--- src/rtl/cdq_pkg.sv ---
package cdq_pkg;
  localparam int LEN_W = 27;

  localparam logic [7:0] OFF_SRC_ADDR = 8'h18;
  localparam logic [7:0] OFF_DST_ADDR = 8'h1C;
  localparam logic [7:0] OFF_SRC_LEN  = 8'h20;
  localparam logic [7:0] OFF_DST_LEN  = 8'h24;

  typedef struct packed {
    logic [29:0]      wordAddr;
    logic [LEN_W-1:0] words;
    logic             isFinal;
  } cmd_t;

  typedef struct packed {
    logic load;
    logic step;
  } strobe_t;

  typedef enum logic [1:0] {
    ST_IDLE  = 2'd0,
    ST_RUN   = 2'd1,
    ST_DRAIN = 2'd2
  } eng_state_t;
endpackage

--- src/rtl/cdq_data.sv ---
module cdq_data
  import cdq_pkg::*;
#(
  parameter int DEPTH  = 4,
  parameter int ADDR_W = 8
) (
  input  logic             clk,
  input  logic             rstN,
  input  logic             regWrEn,
  input  logic [ADDR_W-1:0] regAddr,
  input  logic [31:0]      regWrData,
  input  strobe_t          stb,
  output logic             qEmpty,
  output logic             qFull,
  output logic [31:0]      curByteAddr,
  output logic [LEN_W-1:0] curCount,
  output logic             curFinal,
  output logic             lastWord,
  output logic             errStb,
  output logic             ovfStb
);
  localparam int PTR_W = (DEPTH > 1) ? $clog2(DEPTH) : 1;
  localparam int CNT_W = $clog2(DEPTH + 1);
  localparam logic [PTR_W-1:0] PTR_LAST = PTR_W'(DEPTH - 1);
  localparam logic [CNT_W-1:0] CNT_FULL = CNT_W'(DEPTH);

  logic [31:0]      stgSrc;
  logic [LEN_W-1:0] stgLen;
  cmd_t             slots [DEPTH];
  logic [PTR_W-1:0] wrPtr, rdPtr;
  logic [CNT_W-1:0] fill;
  logic [29:0]      curWord;

  logic commitHit, badCmd, doPush;

  assign commitHit = regWrEn && (regAddr == ADDR_W'(OFF_DST_LEN));
  assign badCmd    = (stgLen == '0) || stgSrc[1];
  assign qFull     = (fill == CNT_FULL);
  assign qEmpty    = (fill == '0);
  assign errStb    = commitHit && badCmd;
  assign ovfStb    = commitHit && !badCmd && qFull;
  assign doPush    = commitHit && !badCmd && !qFull;

  always_ff @(posedge clk) begin
    if (!rstN) begin
      stgSrc <= '0;
      stgLen <= '0;
    end else if (regWrEn) begin
      if (regAddr == ADDR_W'(OFF_SRC_ADDR)) stgSrc <= regWrData;
      if (regAddr == ADDR_W'(OFF_SRC_LEN))  stgLen <= regWrData[LEN_W-1:0];
    end
  end

  always_ff @(posedge clk) begin
    if (doPush) slots[wrPtr] <= '{wordAddr: stgSrc[31:2], words: stgLen, isFinal: stgSrc[0]};
  end

  always_ff @(posedge clk) begin
    if (!rstN) begin
      wrPtr <= '0;
      rdPtr <= '0;
      fill  <= '0;
    end else begin
      if (doPush)   wrPtr <= (wrPtr == PTR_LAST) ? '0 : wrPtr + 1'b1;
      if (stb.load) rdPtr <= (rdPtr == PTR_LAST) ? '0 : rdPtr + 1'b1;
      if (doPush && !stb.load)      fill <= fill + 1'b1;
      else if (!doPush && stb.load) fill <= fill - 1'b1;
    end
  end

  always_ff @(posedge clk) begin
    if (!rstN) begin
      curWord  <= '0;
      curCount <= '0;
      curFinal <= 1'b0;
    end else if (stb.load) begin
      curWord  <= slots[rdPtr].wordAddr;
      curCount <= slots[rdPtr].words;
      curFinal <= slots[rdPtr].isFinal;
    end else if (stb.step) begin
      curWord  <= curWord + 1'b1;
      curCount <= curCount - 1'b1;
    end
  end

  assign curByteAddr = {curWord, 2'b00};
  assign lastWord    = (curCount == LEN_W'(1));
endmodule

--- src/rtl/cdq_ctrl.sv ---
module cdq_ctrl
  import cdq_pkg::*;
(
  input  logic    clk,
  input  logic    rstN,
  input  logic    qEmpty,
  input  logic    reqAck,
  input  logic    lastWord,
  input  logic    curFinal,
  input  logic    cfgPortIdle,
  output strobe_t stb,
  output logic    reqValid,
  output logic    dmaDoneStb,
  output logic    portDoneStb
);
  eng_state_t state, nextState;

  always_comb begin
    nextState   = state;
    stb         = '0;
    dmaDoneStb  = 1'b0;
    portDoneStb = 1'b0;
    unique case (state)
      ST_IDLE: begin
        if (!qEmpty) begin
          stb.load  = 1'b1;
          nextState = ST_RUN;
        end
      end
      ST_RUN: begin
        stb.step = reqAck;
        if (reqAck && lastWord) begin
          dmaDoneStb = 1'b1;
          nextState  = curFinal ? ST_DRAIN : ST_IDLE;
        end
      end
      ST_DRAIN: begin
        if (cfgPortIdle) begin
          portDoneStb = 1'b1;
          nextState   = ST_IDLE;
        end
      end
      default: nextState = ST_IDLE;
    endcase
  end

  always_ff @(posedge clk) begin
    if (!rstN) state <= ST_IDLE;
    else       state <= nextState;
  end

  assign reqValid = (state == ST_RUN);
endmodule

--- src/rtl/cfg_dma_cmdq.sv ---
module cfg_dma_cmdq
  import cdq_pkg::*;
#(
  parameter int DEPTH  = 4,
  parameter int ADDR_W = 8
) (
  input  logic              clk,
  input  logic              rstN,
  input  logic              regWrEn,
  input  logic [ADDR_W-1:0] regAddr,
  input  logic [31:0]       regWrData,
  output logic [31:0]       statusWord,
  output logic              reqValid,
  output logic [31:0]       reqAddr,
  output logic [LEN_W-1:0]  reqCount,
  input  logic              reqAck,
  input  logic              cfgPortIdle,
  output logic [15:0]       eventVec
);
  strobe_t stb;
  logic qEmpty, qFull, curFinal, lastWord;
  logic errStb, ovfStb, dmaDoneStb, portDoneStb;

  cdq_data #(.DEPTH(DEPTH), .ADDR_W(ADDR_W)) uData (
    .clk(clk), .rstN(rstN), .regWrEn(regWrEn), .regAddr(regAddr),
    .regWrData(regWrData), .stb(stb), .qEmpty(qEmpty), .qFull(qFull),
    .curByteAddr(reqAddr), .curCount(reqCount), .curFinal(curFinal),
    .lastWord(lastWord), .errStb(errStb), .ovfStb(ovfStb)
  );

  cdq_ctrl uCtrl (
    .clk(clk), .rstN(rstN), .qEmpty(qEmpty), .reqAck(reqAck),
    .lastWord(lastWord), .curFinal(curFinal), .cfgPortIdle(cfgPortIdle),
    .stb(stb), .reqValid(reqValid), .dmaDoneStb(dmaDoneStb),
    .portDoneStb(portDoneStb)
  );

  always_ff @(posedge clk) begin
    if (!rstN) eventVec <= '0;
    else       eventVec <= {errStb, ovfStb, dmaDoneStb, portDoneStb, 12'b0};
  end

  assign statusWord = {qFull, qEmpty, 30'b0};
endmodule

--- config.mk ---
export PLATFORM = sky130hd
export DESIGN_NAME = cfg_dma_cmdq
export DESIGN_NICKNAME = d
export VERILOG_FILES = /design/src/rtl/cdq_pkg.sv /design/src/rtl/cdq_data.sv /design/src/rtl/cdq_ctrl.sv /design/src/rtl/cfg_dma_cmdq.sv
export SDC_FILE = /design/constraint.sdc
export NUM_CORES = 1
export LEC_CHECK = 0
export BUFFER_PORTS_ARGS = -buffer_cell sky130_fd_sc_hd__clkbuf_2
export CORE_ASPECT_RATIO = 1.25
export CORE_MARGIN = 4
export CORE_UTILIZATION = 59
export DETAILED_ROUTE_END_ITERATION = 16
export PLACE_DENSITY = 0.82
export SLEW_MARGIN = 40
export SYNTH_ARGS = -nofsm -noshare
export SYNTH_HDL_FRONTEND = slang
export SYNTH_HIERARCHICAL = 1
export SYNTH_SLANG_ARGS = --single-unit
--- constraint.sdc ---
create_clock -name clk -period 4.5 [get_ports clk]
set_clock_uncertainty 0.05 [all_clocks]
set_input_delay 0.45 -clock clk [delete_from_list [all_inputs] [get_ports clk]]
set_output_delay 0.45 -clock clk [all_outputs]
set_load 0.01 [all_outputs]
==> metrics, run 1 <==
outcome finished clean; number of fill cells 1,652; Area contributors post-synth edfxtp_1 47%, dfxtp_1 18%, mux4_2 8.2%, mux2i_1 2.4%, buf_4 2.3%; FF-to-FF End uData/slots[0][2]; hold buffers post-CTS 0; Final TNS setup 0 ns; pin count of the biggest net entering global routing between 70 and 80; Yosys reg bits ~360; Arrival @ worst endpoint between 3 and 4 ns; most common cell in the synthesized netlist edfxtp_1; Worst Setup Path Type reg -> reg; slowest stage delay, CP ~0.74 ns; Overall Global Routing Usage roughly a quarter; Synth Area in Compound Gates under 10%; DRT antenna net count 0; post-synth top area share about 47%; area delta synth->final 13.05%; RSZ-0062 raised after global routing no; R2R depth 6; Cells after Synth between 1k and 1.5k; global-route wire length before repair around 53,000 um; gpl congestion ~0.86; diode count 0; Clk Latency, worst-skew pair 0.51 ns; vias in the first global route between 9k and 10k; Crit path required time between 4 and 5 ns; iteration-0 DRC count of the detailed router slightly below 1k; Reg-to-Reg Start uData/stgLen[5]; syn avg cell area around 14 um^2; Final #Nets 1,230; Synth Area in Simple Gates between 10% and 20%; WP buf/inv 1; DR pass1 iterations 5; final period utilization about two thirds; TritonCTS buffer count 34; Post-Syn Area between 10,000 and 15,000 um^2; clk slew on worst S/H paths about 0.060 ns; I/O pin count ~150; Routed Wire Length around 35,000 um; DR vias/cell between 6 and 7; CTS resizes 0; Final Slew Violations 0; Critical Path Start uData/stgLen[5]; pwr dens about 550 nW/um^2; Die ar. 27,610 um^2; FMAX approximately 0.34 GHz; CTS root buf clkbuf_16; CP Max Fanout 34; Pleak approximately 6 nW; reg-to-reg setup timing slack 1.57 ns; final hold violation count 0; final instance area between 15,000 and 20,000 um^2; CP delay by family, top simple AND/OR/NAND/NOR gates; Synth Flop Type edfxtp_1; mux cell area share after synthesis between 10% and 20%; core box area 24,580 um^2; top cell type by total area after synthesis edfxtp_1; Post-synth EDFFs roughly 230; HPWL after DPL approximately 22,000 um; top post-synthesis cells by count 232 x edfxtp_1, 132 x dfxtp_1, 92 x nand2_1; Die Y ~180 um; XOR/XNOR Fraction of Synth Area 2.851%; sequential-to-total area share from yosys stat between 60% and 70%; Hold/Removal Path Class in -> reg; cell count along the critical path 6; # setup viols final 0; Adder-Cell Fraction of Synth Area less than 1%; cells along the critical path nor4_1 -> nand4_1 -> o21bai_1 -> nor3_2 -> and2_2 -> buf_12; die width roughly 150 um; ys async rst share 0%; Max Buffers Root-to-Sink 3; CP Capture Type flip-flop; Critical path destination uData/slots[0][2]; initial antenna violation count 0; layout cells sized above 1 approximately 22%; setup bufs post-CTS 0; Starting Density around 60%; combinational family with the most area after synthesis multiplexers; nature of the critical path startpoint flip-flop; TritonCTS clock tree yes; slew at the pin closest to its max-slew limit 0.8194 ns; Max IR drop VDD 0.3072 mV; Yosys Warn Count 6; Vias between 9k and 10k; max_cap viols 0; # clock sinks around 360; synth unique cells 66; Placed Area around 15,000 um^2; row count 64; DR WL/cell roughly 23 um; PortBufs 108; post-route minimum period 2.926 ns; post-route DRC violation count 0; CP max-delay cell and2_2; relative slew slack between 40% and 50%; Overflow after GRT 0; htree depth 2
## worst min-delay path, delay by kind of cell
family | cells | cell delay, ns
compound gates | 1 | 0.05
buf+inv | 1 | 0.08
simple gates | 1 | 0.04
## cells in the final DEF, fill, tap and decap left out, types with 20 or more instances in the layout
master / count
nor3_1: 22
nor2_1: 69
edfxtp_1: 232
nor4_1: 21
a21oi_1: 64
nand3_1: 23
a211oi_1: 20
nand2_1: 92
xnor2_1: 24
xor2_1: 24
mux2i_1: 36
o21ai_0: 35
conb_1: 44
mux4_2: 54
clkbuf_16: 37
clkbuf_2: 108
dfxtp_1: 130
## report_power, final
group          switching [W]  internal, W
clock network        0.00118      0.00174
registers           0.000410      0.00374
logic                0.00124     0.000919
total                0.00283      0.00639
## layout make-up
type / instances / area [um^2] / share of cell area [%]
Tap cell: 330 / 412.9 / 2.477
Clock inverter: 15 / 155.1 / 0.9306
Clock buffer: 47 / 1003 / 6.019
Timing Repair Buffer: 126 / 738.2 / 4.428
Sequential cell: 364 / 9617 / 57.68
Multi-Input combinational cell: 635 / 4691 / 28.14
Inverter: 14 / 55.05 / 0.3302
## registers in the layout, summed over array words and instances (netlist names), named ones only
signal / cells
uCtrl/state: 2
eventVec: 4
uData/wrPtr: 2
uData/rdPtr: 2
uData/curFinal: 1
uData/curCount: 27
uData/slots: 232
uData/stgLen: 27
uData/stgSrc: 32
uData/fill: 3
uData/curWord: 30
## per-layer routing
metal	GRT usage [%]	wire, um
met4	10.70	1396
met3	4.943	3077
met2	41.85	17220
met1	32.13	12970
met5	0	0
## how the worst min path moves through the flow
stage	from	endpoint	slack, ns	depth (start not counted)
2_1_floorplan	uData/stgSrc[1]	uData/stgSrc[1]	0.38	2
3_3_place_gp	uData/stgSrc[1]	uData/stgSrc[1]	0.39	2
3_5_place_dp	uData/stgSrc[1]	uData/stgSrc[1]	0.41	2
4_1_cts	regWrData[29]	uData/stgSrc[29]	0.11	3
5_1_grt	regWrData[28]	uData/stgSrc[28]	0.12	3
6_report	regWrData[28]	uData/stgSrc[28]	0.12	3
## stage by stage
| step | power (W) | utilization, % | std cells | hold slack, ns | worst slack (ns) |
|---|---|---|---|---|---|
| 2_1_floorplan | 0.005624 | - | 1112 | 0.3829 | 1.080 |
| 3_3_place_gp | 0.006235 | 62.93 | 1467 | 0.3897 | 1.335 |
| 3_5_place_dp | 0.006302 | 63.02 | 1468 | 0.4124 | 1.283 |
| 4_1_cts | 0.009215 | 67.74 | 1530 | 0.1050 | 1.608 |
| 5_1_grt | 0.009609 | 67.82 | 1531 | 0.1210 | 1.384 |
| 6_report | 0.009225 | 67.82 | 1531 | 0.1196 | 1.574 |
## cells by family (layout without fill, tap and decap cells)
| family | after synthesis | count (layout) |
|---|---|---|
| muxes | 94 | 94 |
| buffers and inverters | 113 | 202 |
| other | 2 | 44 |
| and+or+nand+nor | 298 | 298 |
| xor gates and xnor gates | 48 | 48 |
| DFF | 364 | 364 |
| adders and majority gates | 10 | 10 |
| AOI/OAI and AO/OA | 141 | 141 |
(Power assumes the default switching activity.)
==> run 2: changes to the inputs <==
- CORE_UTILIZATION: 59 -> 53
- PLACE_DENSITY: 0.82 -> 0.78
- clock period: 4.5 -> 2.65 ns (I/O delays scaled with it)
==> metrics, run 2 (synthesis results as in run 1) <==
outcome finished clean; TritonCTS clock tree yes; core box area 27,570 um^2 (+12%); Max Buffers Root-to-Sink 3 (unchanged); post-route DRC violation count 0 (unchanged); slowest stage delay, CP 0.46 ns (-0.28 ns); relative slew slack 47.58% (+2.7 points); min-delay src regWrData[13]; Arrival @ worst endpoint 2.93 ns (-0.12 ns); Hold/Removal Path Class in -> reg; die width 157.2 um (+5.2%); DR WL/cell 21.43 um (-5.3%); commonest non-fill, non-tap cells in the layout 232 x edfxtp_1, 129 x dfxtp_1, 108 x clkbuf_2; HPWL after DPL 21,600 um (-0.73%); WP buf/inv 2 (+1); final critical-path setup slack 0.1041 ns (-1.470 ns); WHS Endpoint uData/stgLen[13]; Starting Density 53.50% (-6.5 points); final period utilization 96.07% (+31 points); pwr dens 912.9 nW/um^2 (+65%); Placed Instances 1,502 (+2.3%); reg-to-reg setup timing slack 0.10 ns (-1.47 ns); vias in the first global route 9,098 (-1.7%); Overall Global Routing Usage 22.01% (-3.0 points); Final TNS setup 0 ns (unchanged); CP Capture Type flip-flop; Final Non-Filler Cells 1,596 (+4.2%); TritonCTS buffer count 35 (+2.9%); Power Total 0.01566 W (+70%); Routed Wire Length 34,210 um (-1.3%); FF-to-FF End uData/fill[2]; largest reg by FF count uData/slots; Final #Nets 1,273 (+3.5%); iteration-0 DRC count of the detailed router 846 (-12%); RSZ-0062 raised after global routing no; pin count of the biggest net entering global routing 101 (+33%); PortBufs 108 (unchanged); number of fill cells 1,995 (+21%); CTS root buf clkbuf_16; clk slew on worst S/H paths 0.06 ns (about the same); Clk Latency, worst-skew pair 0.52 ns (about the same); CP Max Fanout 6 (-82%); slew at the pin closest to its max-slew limit 0.7863 ns (-0.03309 ns); CP delay by family, top simple AND/OR/NAND/NOR gates; initial antenna violation count 1 (+1); Largest regs uData/slots x232, uData/stgSrc x32, uData/curWord x30; Reg-to-Reg Start uData/stgLen[19]; Worst Hold Depth 3 (unchanged); most common cell after layout, fill and taps aside edfxtp_1; max FFs per register 232 (unchanged); Crit path required time 3.04 ns (-1.59 ns); Final Slew Violations 0 (unchanged); # clock sinks 364 (unchanged); Pleak 6.192 nW (+3.4%); setup bufs post-CTS 0 (unchanged); CP max-delay cell nor4_1; Worst Setup Path Type reg -> reg; cell count along the critical path 11 (+5); DR pass1 iterations 5 (unchanged); I/O pin count 153 (unchanged); area delta synth->final 16.33%; nature of the critical path startpoint flip-flop; R2R depth 11 (+5); layout cells sized above 1 22.97% (+0.74 points); post-route minimum period 2.546 ns (-0.3799 ns); Die ar. 30,580 um^2 (+11%); gpl congestion 0.8797 (+2.2%); max_cap viols 0 (unchanged); htree depth 2 (unchanged); global-route wire length before repair 52,190 um (-0.85%); post-place setup slack -0.03384 ns (-1.316 ns); row count 68 (+6.3%); # setup viols final 0 (unchanged); Overflow after GRT 0 (unchanged); DR vias/cell 5.803 (-4.6%); Die Y 194.5 um (+5.3%); final hold violation count 0 (unchanged); Max IR drop VDD 0.6112 mV (+99%); Vias 9,261 (-0.50%); FMAX 0.3928 GHz (+15%); DRT antenna net count 0 (unchanged); cells along the critical path nor4_1 -> nand4_1 -> o21bai_1 -> buf_4 -> nor3_4 -> ha_1 -> inv_1 -> fa_1 -> xor2_1 -> or3_1 -> a21oi_1
-- run 2: changes by cell type in the layout (fill, tap and decap cells not counted), moves of 2 or more --
cell	delta
buf_4	+7
buf_12	+6
dlygate4sd3_1	+29
bufinv_16	-2
clkbuf_8	+3
dfxtp_2	+2
clkbuf_1	-2
-- run 2: where the power goes --
group | switching, W | total [W] | leakage, nW | internal (W)
Combinational | 0.00215 | 0.00381 | 2.14 | 0.00165
Sequential | 0.000623 | 0.00697 | 3.49 | 0.00634
Clock | 0.00208 | 0.00489 | 0.563 | 0.00281
-- run 2: routing by layer --
metal	vias up	GRT usage [%]	share of wire [%]
li1	4228	-	-
met1	4592	29.26	40
met2	379	36.78	50
met3	62	3.697	7.0
met4	0	7.619	2.7
met5	-	0	0
-- run 2: area by class of cell --
class	instances	area, um^2	area share [%]
diodes	1	2.502	0.01459
clock buffers	47	1012	5.900
clock inverters	17	137.6	0.8022
inverters	14	52.55	0.3063
multi-input cells	635	4697	27.38
flip-flops and latches	364	9615	56.05
well taps	350	437.9	2.553
repair buffers	168	1201	7.001
-- run 2: worst reg2reg max path, stage by stage, from the launching register on --
cell      delay (ns)
dfxtp_1         0.37
nor4_1          0.46
nand4_1         0.19
o21bai_1        0.20
buf_4           0.17
nor3_4          0.05
ha_1            0.19
inv_1           0.07
fa_1            0.18
xor2_1          0.08
or3_1           0.30
a21oi_1         0.15
-- run 2: worst max-delay path by stage --
| stage | slack (ns) | end | start |
|---|---|---|---|
| after global placement | -0.01 | uData/fill[2] | regAddr[1] |
| final | 0.10 | uData/fill[2] | uData/stgLen[19] |
| after CTS | 0.15 | uData/fill[2] | uData/stgLen[12] |
| after floorplan | 0.04 | uData/fill[2] | regAddr[1] |
| after global routing | 0.02 | uData/fill[2] | uData/stgLen[26] |
| after detailed placement | -0.03 | uData/fill[2] | regAddr[1] |
-- run 2: metrics by stage --
step	hold WS [ns]	cell area [um^2]	util [%]
after floorplan	0.3367	14920	-
after global placement	0.3892	15710	57.00
after detailed placement	0.4033	15710	57.00
after CTS	0.003772	17150	62.22
after global routing	0.01564	17160	62.24
final	0.01022	17160	62.24
-- run 2: timing repair --
action / in CTS / in global routing
hold buffers: 29 / 0
resized for setup: 0 / 1
endpoints found under the setup margin: 0 / 1
endpoints found under the hold margin: 45 / 0
==> run 3: changes to the inputs <==
- ABC_AREA: not set -> 1
- BUFFER_PORTS_ARGS: -buffer_cell sky130_fd_sc_hd__clkbuf_2 -> not set
- CORE_ASPECT_RATIO: 1.25 -> 0.5
- CORE_UTILIZATION: 53 -> 57
- DONT_BUFFER_PORTS: not set -> 1
- PLACE_DENSITY: 0.78 -> 0.77
==> metrics, run 3 <==
Cells after Synth 1,700 (+59%); Pleak 6.609 nW (+6.7%); reg-to-reg setup timing slack 0.21 ns (+0.11 ns); Post-synth EDFFs 232 (unchanged); PortBufs 0 (-100%); DR pass1 iterations 7 (+2); R2R depth 9 (-2); Final #Nets 1,770 (+39%); Area contributors post-synth edfxtp_1 44%, dfxtp_1 17%, nor2_1 8.7%, o21ai_0 5.8%, nand2_1 5.7%; slowest stage delay, CP 0.58 ns (+0.12 ns); Final Slew Violations 0 (unchanged); final period utilization 92.88% (-3.2 points); RSZ-0062 raised after global routing no; cells along the critical path dlygate4sd3_1 -> nand2_1 -> dlygate4sd3_1 -> nor3_4 -> nand4_2 -> inv_2 -> ha_1 -> inv_1 -> fa_1 -> nor2_1 -> nor2_1 -> nand2_1 -> o21ai_0 -> a21oi_1; # clock sinks 364 (unchanged); Starting Density 59.09% (+5.6 points); DRT antenna net count 0 (unchanged); Placed Instances 2,018 (+34%); Routed Wire Length 43,690 um (+28%); Worst Setup Path Type in -> reg; area delta synth->final 10.78%; Die ar. 30,850 um^2 (+0.89%); Crit path required time 3.12 ns (+0.08 ns); layout cells sized above 1 7.414% (-16 points); commonest non-fill, non-tap cells in the layout 362 x nor2_1, 243 x nand2_1, 232 x edfxtp_1; Vias 12.48k (+35%); TritonCTS clock tree yes; Hold Slack 0.02979 ns (+0.01957 ns); nature of the critical path startpoint input pin; post-route DRC violation count 0 (unchanged); Yosys Warn Count 6 (unchanged); sequential-to-total area share from yosys stat 60.33% (-4.8 points); Worst Hold Depth 3 (unchanged); Synth Flop Type edfxtp_1; synth unique cells 45 (-32%); CP Capture Type flip-flop; Largest regs uData/slots x232, uData/stgSrc x32, uData/curWord x30; CP Max Fanout 3 (-3); Reg-to-Reg Start uData/fill[0]; Clk Latency, worst-skew pair 0.59 ns (+0.07 ns); outcome finished clean; htree depth 1 (-1); Max Buffers Root-to-Sink 3 (unchanged); vias in the first global route 11.42k (+26%); Final TNS setup 0 ns (unchanged); top cell type by total area after synthesis edfxtp_1; Die Y 126.2 um (-35%); I/O pin count 153 (unchanged); post-synth top area share 43.74% (-3.5 points); most common cell after layout, fill and taps aside nor2_1; Post-Syn Area 15,930 um^2 (+8.0%); max_cap viols 0 (unchanged); pwr dens 938.6 nW/um^2 (+2.8%); Hold/Removal Path Class in -> reg; most common cell in the synthesized netlist nor2_1; min-delay src rstN; slew at the pin closest to its max-slew limit 0.7720 ns (-0.01435 ns); syn avg cell area 9.370 um^2 (-32%); gpl congestion 0.9187 (+4.4%); Yosys reg bits 364 (unchanged); relative slew slack 48.31% (+0.73 points); final instance area 17,650 um^2 (+2.9%); HPWL after DPL 27,940 um (+29%); # setup viols final 0 (unchanged); post-route minimum period 2.461 ns (-0.08466 ns); CP delay by family, top buffers and inverters; iteration-0 DRC count of the detailed router 2,026 (+140%); Final Non-Filler Cells 2,115 (+33%); Overall Global Routing Usage 27.24% (+5.2 points); TritonCTS buffer count 31 (-11%); top post-synthesis cells by count 368 x nor2_1, 243 x nand2_1, 232 x edfxtp_1; WP buf/inv 4 (+2); Overflow after GRT 0 (unchanged); Arrival @ worst endpoint 2.93 ns (about the same); core box area 26,960 um^2 (-2.2%); FF-to-FF End uData/fill[1]; FMAX 0.4063 GHz (+3.4%); DR vias/cell 5.901 (+1.7%); CP max-delay cell dlygate4sd3_1; Max IR drop VDD 0.6404 mV (+4.8%); WHS Endpoint uData/curCount[17]; ys async rst share 0% (unchanged); DR WL/cell 20.66 um (-3.6%); initial antenna violation count 1 (unchanged); row count 42 (-38%); die width 244.4 um (+55%); final hold violation count 0 (unchanged); largest reg by FF count uData/slots; max FFs per register 232 (unchanged); Placed Area 16,200 um^2 (+3.1%); pin count of the biggest net entering global routing 90 (-11%); post-layout util 65.46% (+3.2 points); clk slew on worst S/H paths 0.07 ns (about the same); CTS root buf clkbuf_16; global-route wire length before repair 65,770 um (+26%)
[run 3: what timing repair did]
| action | CTS | global route |
|---|---|---|
| endpoints found under the setup margin | 0 | 2 |
| hold buffers | 38 | 0 |
| resized for setup | 0 | 3 |
| hold endpoints to repair | 91 | 0 |
| setup buffers | 0 | 0 |
[run 3: cells by family (layout without fill, tap and decap cells)]
family                     count (synthesis)  count (layout)  synth area share [%]
and+or+nand+nor                          760             760                 20.01
DFF                                      364             364                 60.33
AOI/OAI and AO/OA                        320             320                 10.89
buffers and inverters                    228             226                 7.014
xor gates and xnor gates                  16              16                0.8798
adders and majority gates                 10              10                0.8326
other                                      2              45               0.04715
[run 3: report_power, final]
part           switching (W)  internal [W]
Combinational        0.00347       0.00150
Clock                0.00209       0.00252
Sequential          0.000695       0.00629
Total                0.00626        0.0103
[run 3: through the flow]
| stage | total power (W) | setup WS, ns |
|---|---|---|
| 2_1_floorplan | 0.01023 | -0.3270 |
| 3_3_place_gp | 0.01168 | 0.3695 |
| 3_5_place_dp | 0.01181 | 0.2826 |
| 4_1_cts | 0.01642 | 0.08544 |
| 5_1_grt | 0.01733 | 0.01302 |
| 6_report | 0.01656 | 0.1887 |
[run 3: cell type report]
cell class	count	area (um^2)
sequential	364	9613
fill	2096	9311
multi-input combinational	1150	5401
clock buffer	41	863.3
timing repair buffer	68	748.2
tap	374	467.9
inverter	100	375.4
clock inverter	17	175.2
antenna	1	2.502
[run 3: per-layer routing]
metal | wire [um] | GRT usage, % | vias to the layer above
li1 | - | - | 5700
met1 | 18190 | 40.95 | 5915
met2 | 19120 | 41.87 | 801
met3 | 5698 | 5.523 | 65
met4 | 677 | 4.893 | 0
met5 | 0 | 0 | -
[run 3: tightest hold or removal path, cell delays in order]
cell and delay [ns]:
buf_16 0.18, o21ai_0 0.12, a21oi_1 0.04
[run 3: worst max-delay path by stage]
stage | startpoint | end | slack [ns] | cells past startpoint
final | regAddr[2] | uData/fill[2] | 0.19 | 14
after detailed placement | uData/fill[0] | uData/fill[1] | 0.28 | 9
after global routing | regAddr[2] | uData/fill[2] | 0.01 | 14
after global placement | uData/fill[0] | uData/fill[1] | 0.37 | 9
after floorplan | regAddr[7] | uData/slots[0][0] | -0.33 | 5
after CTS | regAddr[2] | uData/fill[2] | 0.09 | 14
